===== config.mk =====
export PLATFORM = sky130hd
export DESIGN_NAME = gpio_keyseq
export DESIGN_NICKNAME = d
export VERILOG_FILES = /design/src/rtl/keyseq_pkg.sv /design/src/rtl/keyseq_timer.sv /design/src/rtl/keyseq_arb.sv /design/src/rtl/keyseq_emit.sv /design/src/rtl/gpio_keyseq.sv
export SDC_FILE = /design/constraint.sdc
export NUM_CORES = 1
export LEC_CHECK = 0
export ABC_CLOCK_PERIOD_IN_PS = 3900
export BUFFER_PORTS_ARGS = -buffer_cell sky130_fd_sc_hd__buf_2
export CORE_MARGIN = 2
export CORE_UTILIZATION = 45
export DETAILED_ROUTE_END_ITERATION = 8
export GPL_ROUTABILITY_DRIVEN = 0
export SLEW_MARGIN = 5
export SYNTH_ARGS = -nofsm -noshare
export SYNTH_HDL_FRONTEND = slang
export SYNTH_SLANG_ARGS = --single-unit

===== constraint.sdc =====
create_clock -name clk -period 3.9 [get_ports clk]
set_clock_uncertainty 0.1 [all_clocks]
set_input_delay 0.39 -clock clk [delete_from_list [all_inputs] [get_ports clk]]
set_output_delay 0.39 -clock clk [all_outputs]
set_load 0.02 [all_outputs]

===== src/rtl/keyseq_pkg.sv =====
package keyseq_pkg;

  localparam logic [7:0] KC_CTRL  = 8'h1D;
  localparam logic [7:0] KC_ALT   = 8'h38;
  localparam logic [7:0] KC_SHIFT = 8'h2A;
  localparam logic [7:0] KC_PRE   = 8'hE0;
  localparam logic [7:0] KC_BRK   = 8'h80;

  typedef enum logic [1:0] {
    SEQ_PRESS   = 2'd0,
    SEQ_REPEAT  = 2'd1,
    SEQ_RELEASE = 2'd2
  } seq_kind_e;

  // Emission slots; their numeric order is the emission order.
  typedef enum logic [2:0] {
    SL_CTRL_MK  = 3'd0,
    SL_ALT_MK   = 3'd1,
    SL_SHF_MK   = 3'd2,
    SL_PRE      = 3'd3,
    SL_KEY      = 3'd4,
    SL_SHF_BRK  = 3'd5,
    SL_ALT_BRK  = 3'd6,
    SL_CTRL_BRK = 3'd7
  } slot_e;

  typedef struct packed {
    logic       ctrl_en;
    logic       alt_en;
    logic       shift_en;
    logic       pre_en;
    logic [1:0] dly_sel;
    logic       spare;
    logic       rep_slow;
  } ctrl_t;

  function automatic logic [7:0] slot_mask(seq_kind_e k, ctrl_t c);
    logic [7:0] m;
    logic       not_rep;
    logic       rel;
    not_rep = (k != SEQ_REPEAT);
    rel     = (k == SEQ_RELEASE);
    m[0] = c.ctrl_en  & not_rep;
    m[1] = c.alt_en   & not_rep;
    m[2] = c.shift_en & not_rep;
    m[3] = c.pre_en;
    m[4] = 1'b1;
    m[5] = c.shift_en & rel;
    m[6] = c.alt_en   & rel;
    m[7] = c.ctrl_en  & rel;
    return m;
  endfunction

  // {found, index} of the lowest set mask bit at or above 'from'.
  function automatic logic [3:0] first_from(logic [7:0] m, logic [3:0] from);
    logic [3:0] r;
    r = 4'd0;
    for (int i = 7; i >= 0; i--) begin
      if (m[i] && (4'(i) >= from)) r = {1'b1, 3'(i)};
    end
    return r;
  endfunction

  function automatic logic [7:0] slot_byte(slot_e s, seq_kind_e k, logic [7:0] code);
    logic [7:0] b;
    case (s)
      SL_CTRL_MK:  b = KC_CTRL;
      SL_ALT_MK:   b = KC_ALT;
      SL_SHF_MK:   b = KC_SHIFT;
      SL_PRE:      b = KC_PRE;
      SL_KEY:      b = (k == SEQ_RELEASE) ? (code | KC_BRK) : code;
      SL_SHF_BRK:  b = KC_SHIFT | KC_BRK;
      SL_ALT_BRK:  b = KC_ALT | KC_BRK;
      default:     b = KC_CTRL | KC_BRK;
    endcase
    return b;
  endfunction

endpackage


===== src/rtl/keyseq_timer.sv =====
module keyseq_timer
  import keyseq_pkg::*;
#(
  parameter int DLY_UNIT = 250,
  parameter int REP_FAST = 33,
  parameter int REP_SLOW = 100
) (
  input  logic       clk,
  input  logic       rst_n,
  input  logic       tick_i,
  input  logic       stall_i,
  input  logic       load_delay_i,
  input  logic       load_repeat_i,
  input  logic [1:0] dly_sel_i,
  input  logic       rep_slow_i,
  output logic       expired_o
);

  localparam int MAXV  = (4 * DLY_UNIT > REP_SLOW) ? 4 * DLY_UNIT : REP_SLOW;
  localparam int CNT_W = $clog2(MAXV + 1);

  logic [CNT_W-1:0] cnt_q, cnt_d;
  logic [CNT_W-1:0] dly_val, rep_val;
  logic             cnt_en;

  always_comb begin
    case (dly_sel_i)
      2'd0:    dly_val = CNT_W'(DLY_UNIT);
      2'd1:    dly_val = CNT_W'(2 * DLY_UNIT);
      2'd2:    dly_val = CNT_W'(3 * DLY_UNIT);
      default: dly_val = CNT_W'(4 * DLY_UNIT);
    endcase
    rep_val = rep_slow_i ? CNT_W'(REP_SLOW) : CNT_W'(REP_FAST);
  end

  always_comb begin
    cnt_en = 1'b1;
    cnt_d  = cnt_q;
    if (load_delay_i) begin
      cnt_d = dly_val;
    end else if (load_repeat_i) begin
      cnt_d = rep_val;
    end else if (tick_i && !stall_i && (cnt_q != '0)) begin
      cnt_d = cnt_q - 1'b1;
    end else begin
      cnt_en = 1'b0;
    end
  end

  always_ff @(posedge clk or negedge rst_n) begin
    if (!rst_n)      cnt_q <= '0;
    else if (cnt_en) cnt_q <= cnt_d;
  end

  assign expired_o = (cnt_q == '0);

  p_timer_pause_r10: assert property (@(posedge clk) disable iff (!rst_n)
    stall_i && !load_delay_i && !load_repeat_i |=> $stable(cnt_q));

  p_timer_bound_r6: assert property (@(posedge clk) disable iff (!rst_n)
    cnt_q <= CNT_W'(MAXV));

endmodule


===== src/rtl/keyseq_arb.sv =====
module keyseq_arb #(
  parameter int NCH = 4
) (
  input  logic [NCH-1:0] req_i,
  output logic [NCH-1:0] grant_o,
  output logic           any_o
);

  // Isolate the lowest set request bit.
  assign grant_o = req_i & (~req_i + 1'b1);
  assign any_o   = |req_i;

endmodule


===== src/rtl/keyseq_emit.sv =====
module keyseq_emit
  import keyseq_pkg::*;
#(
  parameter int CH_W = 2
) (
  input  logic            clk,
  input  logic            rst_n,
  input  logic            start_i,
  input  logic [CH_W-1:0] start_ch_i,
  input  seq_kind_e       start_kind_i,
  input  ctrl_t           start_cfg_i,
  input  logic [7:0]      start_code_i,
  output logic            busy_o,
  output logic            out_valid_o,
  input  logic            out_ready_i,
  output logic [7:0]      out_data_o,
  output logic            done_o,
  output logic [CH_W-1:0] done_ch_o,
  output seq_kind_e       done_kind_o
);

  logic            busy_q, busy_d;
  logic [CH_W-1:0] ch_q, ch_d;
  seq_kind_e       kind_q, kind_d;
  ctrl_t           cfg_q, cfg_d;
  logic [7:0]      code_q, code_d;
  slot_e           slot_q, slot_d;
  logic [3:0]      nxt, first;
  logic            fire;

  assign nxt   = first_from(slot_mask(kind_q, cfg_q), {1'b0, slot_q} + 4'd1);
  assign first = first_from(slot_mask(start_kind_i, start_cfg_i), 4'd0);
  assign fire  = busy_q && out_ready_i;

  always_comb begin
    busy_d = busy_q;
    ch_d   = ch_q;
    kind_d = kind_q;
    cfg_d  = cfg_q;
    code_d = code_q;
    slot_d = slot_q;
    if (!busy_q) begin
      if (start_i) begin
        busy_d = 1'b1;
        ch_d   = start_ch_i;
        kind_d = start_kind_i;
        cfg_d  = start_cfg_i;
        code_d = start_code_i;
        slot_d = slot_e'(first[2:0]);
      end
    end else if (fire) begin
      if (nxt[3]) slot_d = slot_e'(nxt[2:0]);
      else        busy_d = 1'b0;
    end
  end

  always_ff @(posedge clk or negedge rst_n) begin
    if (!rst_n) begin
      busy_q <= 1'b0;
      ch_q   <= '0;
      kind_q <= SEQ_PRESS;
      cfg_q  <= '0;
      code_q <= '0;
      slot_q <= SL_CTRL_MK;
    end else begin
      busy_q <= busy_d;
      ch_q   <= ch_d;
      kind_q <= kind_d;
      cfg_q  <= cfg_d;
      code_q <= code_d;
      slot_q <= slot_d;
    end
  end

  assign busy_o      = busy_q;
  assign out_valid_o = busy_q;
  assign out_data_o  = slot_byte(slot_q, kind_q, code_q);
  assign done_o      = fire && !nxt[3];
  assign done_ch_o   = ch_q;
  assign done_kind_o = kind_q;

  p_hold_stable_r9: assert property (@(posedge clk) disable iff (!rst_n)
    out_valid_o && !out_ready_i |=> out_valid_o && $stable(out_data_o));

  p_no_interleave_r8: assert property (@(posedge clk) disable iff (!rst_n)
    busy_q && !done_o |=> busy_q && $stable(ch_q) && $stable(kind_q));

  p_slot_order_r3: assert property (@(posedge clk) disable iff (!rst_n)
    fire && !done_o |=> slot_q > $past(slot_q));

endmodule


===== src/rtl/gpio_keyseq.sv =====
module gpio_keyseq
  import keyseq_pkg::*;
#(
  parameter int NCH      = 4,
  parameter int DLY_UNIT = 250,
  parameter int REP_FAST = 33,
  parameter int REP_SLOW = 100,
  localparam int CH_W    = (NCH > 1) ? $clog2(NCH) : 1
) (
  input  logic            clk,
  input  logic            rst_n,
  input  logic            tick_i,
  input  logic [NCH-1:0]  gpio_i,
  input  logic [NCH*8-1:0] key_code_i,
  input  logic            reg_we_i,
  input  logic [CH_W-1:0] reg_idx_i,
  input  logic [7:0]      reg_wdata_i,
  output logic [7:0]      reg_rdata_o,
  output logic            out_valid_o,
  input  logic            out_ready_i,
  output logic [7:0]      out_data_o
);

  // Reset: asserted asynchronously, released on the clock.
  logic [1:0] rst_pipe;
  logic       rst_core_n;
  always_ff @(posedge clk or negedge rst_n) begin
    if (!rst_n) rst_pipe <= 2'b00;
    else        rst_pipe <= {rst_pipe[0], 1'b1};
  end
  assign rst_core_n = rst_pipe[1];

  // Control bytes, one per channel.
  ctrl_t ctrl_q [NCH];
  logic  wr_en;
  assign wr_en = reg_we_i && ({1'b0, reg_idx_i} < (CH_W+1)'(NCH));

  always_ff @(posedge clk or negedge rst_core_n) begin
    if (!rst_core_n) begin
      for (int i = 0; i < NCH; i++) ctrl_q[i] <= '0;
    end else if (wr_en) begin
      ctrl_q[reg_idx_i] <= ctrl_t'(reg_wdata_i);
    end
  end
  assign reg_rdata_o = ctrl_q[reg_idx_i];

  // Per-channel requests and typematic timers.
  logic [NCH-1:0] down_q, down_d;
  logic [NCH-1:0] press_req, rel_req, rep_req, req;
  logic [NCH-1:0] tmr_zero, ld_dly, ld_rep, grant;
  logic           any_req, stall, busy, emit_done;
  logic [CH_W-1:0] done_ch;
  seq_kind_e      done_kind;

  assign stall = out_valid_o && !out_ready_i;

  for (genvar g = 0; g < NCH; g++) begin : g_chan
    assign press_req[g] = gpio_i[g] && !down_q[g];
    assign rel_req[g]   = !gpio_i[g] && down_q[g];
    assign rep_req[g]   = gpio_i[g] && down_q[g] && tmr_zero[g];
    assign req[g]       = press_req[g] || rel_req[g] || rep_req[g];
    assign ld_dly[g]    = emit_done && (done_ch == CH_W'(g)) && (done_kind == SEQ_PRESS);
    assign ld_rep[g]    = emit_done && (done_ch == CH_W'(g)) && (done_kind == SEQ_REPEAT);

    keyseq_timer #(
      .DLY_UNIT (DLY_UNIT),
      .REP_FAST (REP_FAST),
      .REP_SLOW (REP_SLOW)
    ) u_tmr (
      .clk           (clk),
      .rst_n         (rst_core_n),
      .tick_i        (tick_i),
      .stall_i       (stall),
      .load_delay_i  (ld_dly[g]),
      .load_repeat_i (ld_rep[g]),
      .dly_sel_i     (ctrl_q[g].dly_sel),
      .rep_slow_i    (ctrl_q[g].rep_slow),
      .expired_o     (tmr_zero[g])
    );
  end

  keyseq_arb #(.NCH(NCH)) u_arb (
    .req_i   (req),
    .grant_o (grant),
    .any_o   (any_req)
  );

  // Decode the granted channel.
  logic [CH_W-1:0] sel_ch;
  seq_kind_e       sel_kind;
  ctrl_t           sel_cfg;
  logic [7:0]      sel_code;

  always_comb begin
    sel_ch   = '0;
    sel_kind = SEQ_PRESS;
    sel_cfg  = '0;
    sel_code = '0;
    for (int i = 0; i < NCH; i++) begin
      if (grant[i]) begin
        sel_ch   = CH_W'(i);
        sel_kind = rel_req[i] ? SEQ_RELEASE : (rep_req[i] ? SEQ_REPEAT : SEQ_PRESS);
        sel_cfg  = ctrl_q[i];
        sel_code = key_code_i[i*8 +: 8];
      end
    end
  end

  keyseq_emit #(.CH_W(CH_W)) u_emit (
    .clk          (clk),
    .rst_n        (rst_core_n),
    .start_i      (any_req && !busy),
    .start_ch_i   (sel_ch),
    .start_kind_i (sel_kind),
    .start_cfg_i  (sel_cfg),
    .start_code_i (sel_code),
    .busy_o       (busy),
    .out_valid_o  (out_valid_o),
    .out_ready_i  (out_ready_i),
    .out_data_o   (out_data_o),
    .done_o       (emit_done),
    .done_ch_o    (done_ch),
    .done_kind_o  (done_kind)
  );

  // Key state as last reported downstream.
  always_comb begin
    down_d = down_q;
    if (emit_done) begin
      if (done_kind == SEQ_PRESS)   down_d[done_ch] = 1'b1;
      if (done_kind == SEQ_RELEASE) down_d[done_ch] = 1'b0;
    end
  end

  always_ff @(posedge clk or negedge rst_core_n) begin
    if (!rst_core_n)    down_q <= '0;
    else if (emit_done) down_q <= down_d;
  end

  p_grant_onehot_r8: assert property (@(posedge clk) disable iff (!rst_core_n)
    $onehot0(grant));

  p_reg_write_r2: assert property (@(posedge clk) disable iff (!rst_core_n)
    wr_en |=> ctrl_q[$past(reg_idx_i)] == ctrl_t'($past(reg_wdata_i)));

  p_press_marks_down_r3: assert property (@(posedge clk) disable iff (!rst_core_n)
    emit_done && (done_kind == SEQ_PRESS) |=> down_q[$past(done_ch)]);

  p_release_clears_down_r4: assert property (@(posedge clk) disable iff (!rst_core_n)
    emit_done && (done_kind == SEQ_RELEASE) |=> !down_q[$past(done_ch)]);

endmodule


==> metrics.md <==
| Metric | Value |
|---|---|
| Final Setup Violations | 0 |
| Post-CTS setup buffers | 0 |
| TritonCTS Buffers | 9 |
| Antenna Violating Nets Remaining | 0 |
| DRC errors left | 0 |
| Status | complete, no violations |
| Mean routed wirelength per cell | 16.8 um |
| Tcrit/Tclk final | 89.4% |
| Core area | 13800 um2 |
| Worst-skew pair later-pin latency | 0.36 ns |
| Initial DRC Count | 286 |
| Cells after Synth | 656 |
| Achievable Freq | 287 MHz |
| Die area | 15000 um2 |
| Gr usage total | 21.2% |
| Initial antenna violation count | 0 |
| Post-Syn Area per Cell | 9.61 um2 |
| Maximum vdd drop | 0.430 mV |
| Root buf cell | clkbuf_16 |
| R2R setup slack | 0.41 ns |
| RSZ-0062 raised after global routing | false |
| Design area | 7150 um2 |
| Yosys reg bits | 98 |
| Max Root-Sink Buffers | 2 |
| Synth warnings | 0 |
| Hold Fails Final Rpt | 0 |
| Hold_buf cts | 1 |
| Netlist cell types | 74 |
| Post-DP Area | 6840 um2 |
| Lkg Pwr | 3.13 nW |
| Post-Place Worst Slack | 0.450 ns |
| Fin nets | 812 |
| Largest net degree at the start of global routing | 50 |
| Most frequent cells after synthesis | dfrtp_1 (98), nor2_1 (81), nand2_1 (53) |
| Share of the synthesized area in the top cell type | 38.9% |
| Vias per inst | 5.62 |
| H-tree levels | 3 |
| Synth top area cells | dfrtp_1 (39%), ha_1 (8.1%), mux2_2 (5.4%), nor2_1 (4.8%), a21oi_1 (3.2%) |
| Setup crit start kind | flop |
| Clock-pin slew on the worst setup and hold paths | 0.07 ns |
| Dpl hpwl | 11.6 mm |
| Grt total ovfl | 0 |
| Synth Cell Area | 6300 um2 |
| Vias in the first global route | 4824 |
| Hold/Removal Path Class | input pin to flop |
| Final Slew Violations | 0 |
| Tmin final | 3.49 ns |
| Yosys top cell by area | dfrtp_1 |
| Post_cts resized | 0 |
| Setup TNS | 0 ns |
| Die Y | 122 um |
| Cell Count, Final, Fillers Out | 905 |
| Area Overhead vs Synth | 13.3% |
| ANT cells | 0 |
| I/O Pins | 68 |
| First-pass GRT wire length | 24.7 mm |
| Total number of vias | 5090 |
| Critical Path Fanout Max | 17 |
| FFs w/ async S/R, synth | 100% |
| Die width | 122 um |
| Layout Utilization | 51.9% |
| Relative slew slack | 26.2% |
| EDFF count, synth | 0 |
| Most common cell in the synthesized netlist | dfrtp_1 |
| Cell total after placement | 888 |
| WL final | 15.2 mm |
| Initial Util | 45.8% |
| Crit Path Class | flop to flop |
| Share of cells above drive strength 1 | 20.7% |
| Pwr per Cell Area | 713 nW/um2 |
| CTS tree | built |
| Row count | 43 |
| Sink Count | 98 |
| CP Data Arrival Time | 3.63 ns |
| Max-Cap Viols | 0 |
| Most used DFF post-synth | dfrtp_1 |
| Port Buf Inserts | 67 |
| Syn_nets | 748 |
| Detailed-router iteration count before antenna repair | 5 |
| Actual slew at the worst max-slew pin | 1.10 ns |
| Critical Path Sink Type | flop |
| Worst Path Required | 4.04 ns |
| Setup ws final | 0.413 ns |
| Sequential-to-total area share from yosys stat | 38.9% |
-- registers in the layout (all words and copies together) (netlist names), named ones only --
name / cells
u_emit.slot_q: 3
u_emit.done_kind_o: 2
g_chan.u_tmr.cnt_q: 40
ctrl_q: 32
u_emit.busy_o: 1
down_q: 3
u_emit.done_ch_o: 2
u_emit.code_q: 8
u_emit.cfg_q: 4
rst_pipe: 2
-- worst paths after layout --
kind                                            endpoint  depth (start not counted)              from
max in group asynchronous       g_chan[0].u_tmr.cnt_q[0]                          1       rst_pipe[1]
min in group asynchronous                    rst_pipe[1]                          2             rst_n
worst min register to register                 ctrl_q[9]                          0       rst_pipe[1]
worst max register to register  g_chan[2].u_tmr.cnt_q[6]                          9  u_emit.slot_q[0]
worst max-delay path            g_chan[2].u_tmr.cnt_q[6]                          9  u_emit.slot_q[0]
worst min-delay path                          ctrl_q[12]                          2    reg_wdata_i[4]
-- power by group --
group | total, mW | internal (mW) | leakage [nW] | switching [mW]
Clock | 0.887 | 0.451 | 0.145 | 0.436
Sequential | 1.88 | 1.41 | 1.16 | 0.474
Combinational | 2.33 | 1.01 | 1.82 | 1.32
Total | 5.09 | 2.86 | 3.13 | 2.23
-- layout by cell type (no fill, tap or decap), types with 3 or more instances in the layout --
| master | netlist | layout |
|---|---|---|
| dfrtp_1 | 98 | 97 |
| nor2_1 | 81 | 81 |
| buf_2 | 8 | 67 |
| nand2_1 | 53 | 53 |
| ha_1 | 41 | 41 |
| a21oi_1 | 40 | 40 |
| inv_1 | 36 | 36 |
| mux2_2 | 30 | 30 |
| o21ai_0 | 27 | 27 |
| nor3_1 | 16 | 16 |
| xor2_1 | 15 | 15 |
| xnor2_1 | 14 | 14 |
| nand3_1 | 13 | 13 |
| mux2i_1 | 10 | 10 |
| nor4_1 | 10 | 10 |
| a22oi_1 | 9 | 9 |
| clkbuf_16 | 0 | 9 |
| buf_4 | 1 | 9 |
| mux4_2 | 8 | 8 |
| a221oi_1 | 8 | 8 |
| nand2b_1 | 7 | 7 |
| o211ai_1 | 7 | 7 |
| nor2b_1 | 6 | 6 |
| o22a_1 | 6 | 6 |
| nor3b_1 | 6 | 6 |
| o41ai_1 | 5 | 5 |
| and3_1 | 5 | 5 |
| nand3b_1 | 5 | 5 |
| a31oi_1 | 4 | 4 |
| o21ai_1 | 4 | 4 |
| nand4_1 | 4 | 4 |
| o22ai_1 | 3 | 3 |
| or2_2 | 3 | 3 |
| or3_1 | 3 | 3 |
| a21o_1 | 3 | 3 |
| inv_6 | 0 | 3 |
-- critical path: stages, from the launching register on --
cell	delay, ns
dfrtp_1	0.45
ha_1	0.23
ha_1	0.35
or3b_1	0.48
a2111oi_4	0.44
o21ai_2	0.14
nor3b_4	0.34
and3_1	0.54
nand3b_1	0.17
o21a_1	0.14
-- per-stage QoR --
step / power (mW) / hold slack [ns]
after floorplan: 3.57 / -0.00559
after global placement: 4.13 / 0.0735
after detailed placement: 4.20 / 0.0770
after CTS: 5.11 / 0.200
after global routing: 5.50 / 0.210
final: 5.09 / 0.209
-- cell families (layout without fill, tap and decap cells) --
| logic type | Yosys count | after routing | synth area share (%) |
|---|---|---|---|
| adder cells (fa/ha/maj) | 41 | 41 | 8.14 |
| XOR/XNOR | 29 | 29 | 4.03 |
| other | 1 | 1 | 0.0595 |
| buffers and inverters | 60 | 129 | 3.79 |
| AND/OR/NAND/NOR | 234 | 234 | 18.8 |
| flip-flops | 98 | 98 | 38.9 |
| AO/OA/AOI/OAI | 145 | 145 | 16.5 |
| multiplexers | 48 | 48 | 9.80 |
-- per-layer routing --
layer	global-route usage (%)	vias to the layer above	wire length [um]
met5	0	-	0
met4	7.97	0	287
met3	2.83	19	482
met2	32.6	87	7090
met1	30.5	2477	7380
li1	-	2507	-
-- final cells by class --
cell class / instances / area (um2)
Clock inverter: 7 / 66.3
Sequential cell: 98 / 2460
Inverter: 36 / 135
Tap cell: 180 / 225
Clock buffer: 9 / 225
Timing Repair Buffer: 77 / 413
Fill cell: 1312 / 6630
Multi-Input combinational cell: 498 / 3620
(Power assumes the default switching activity.)
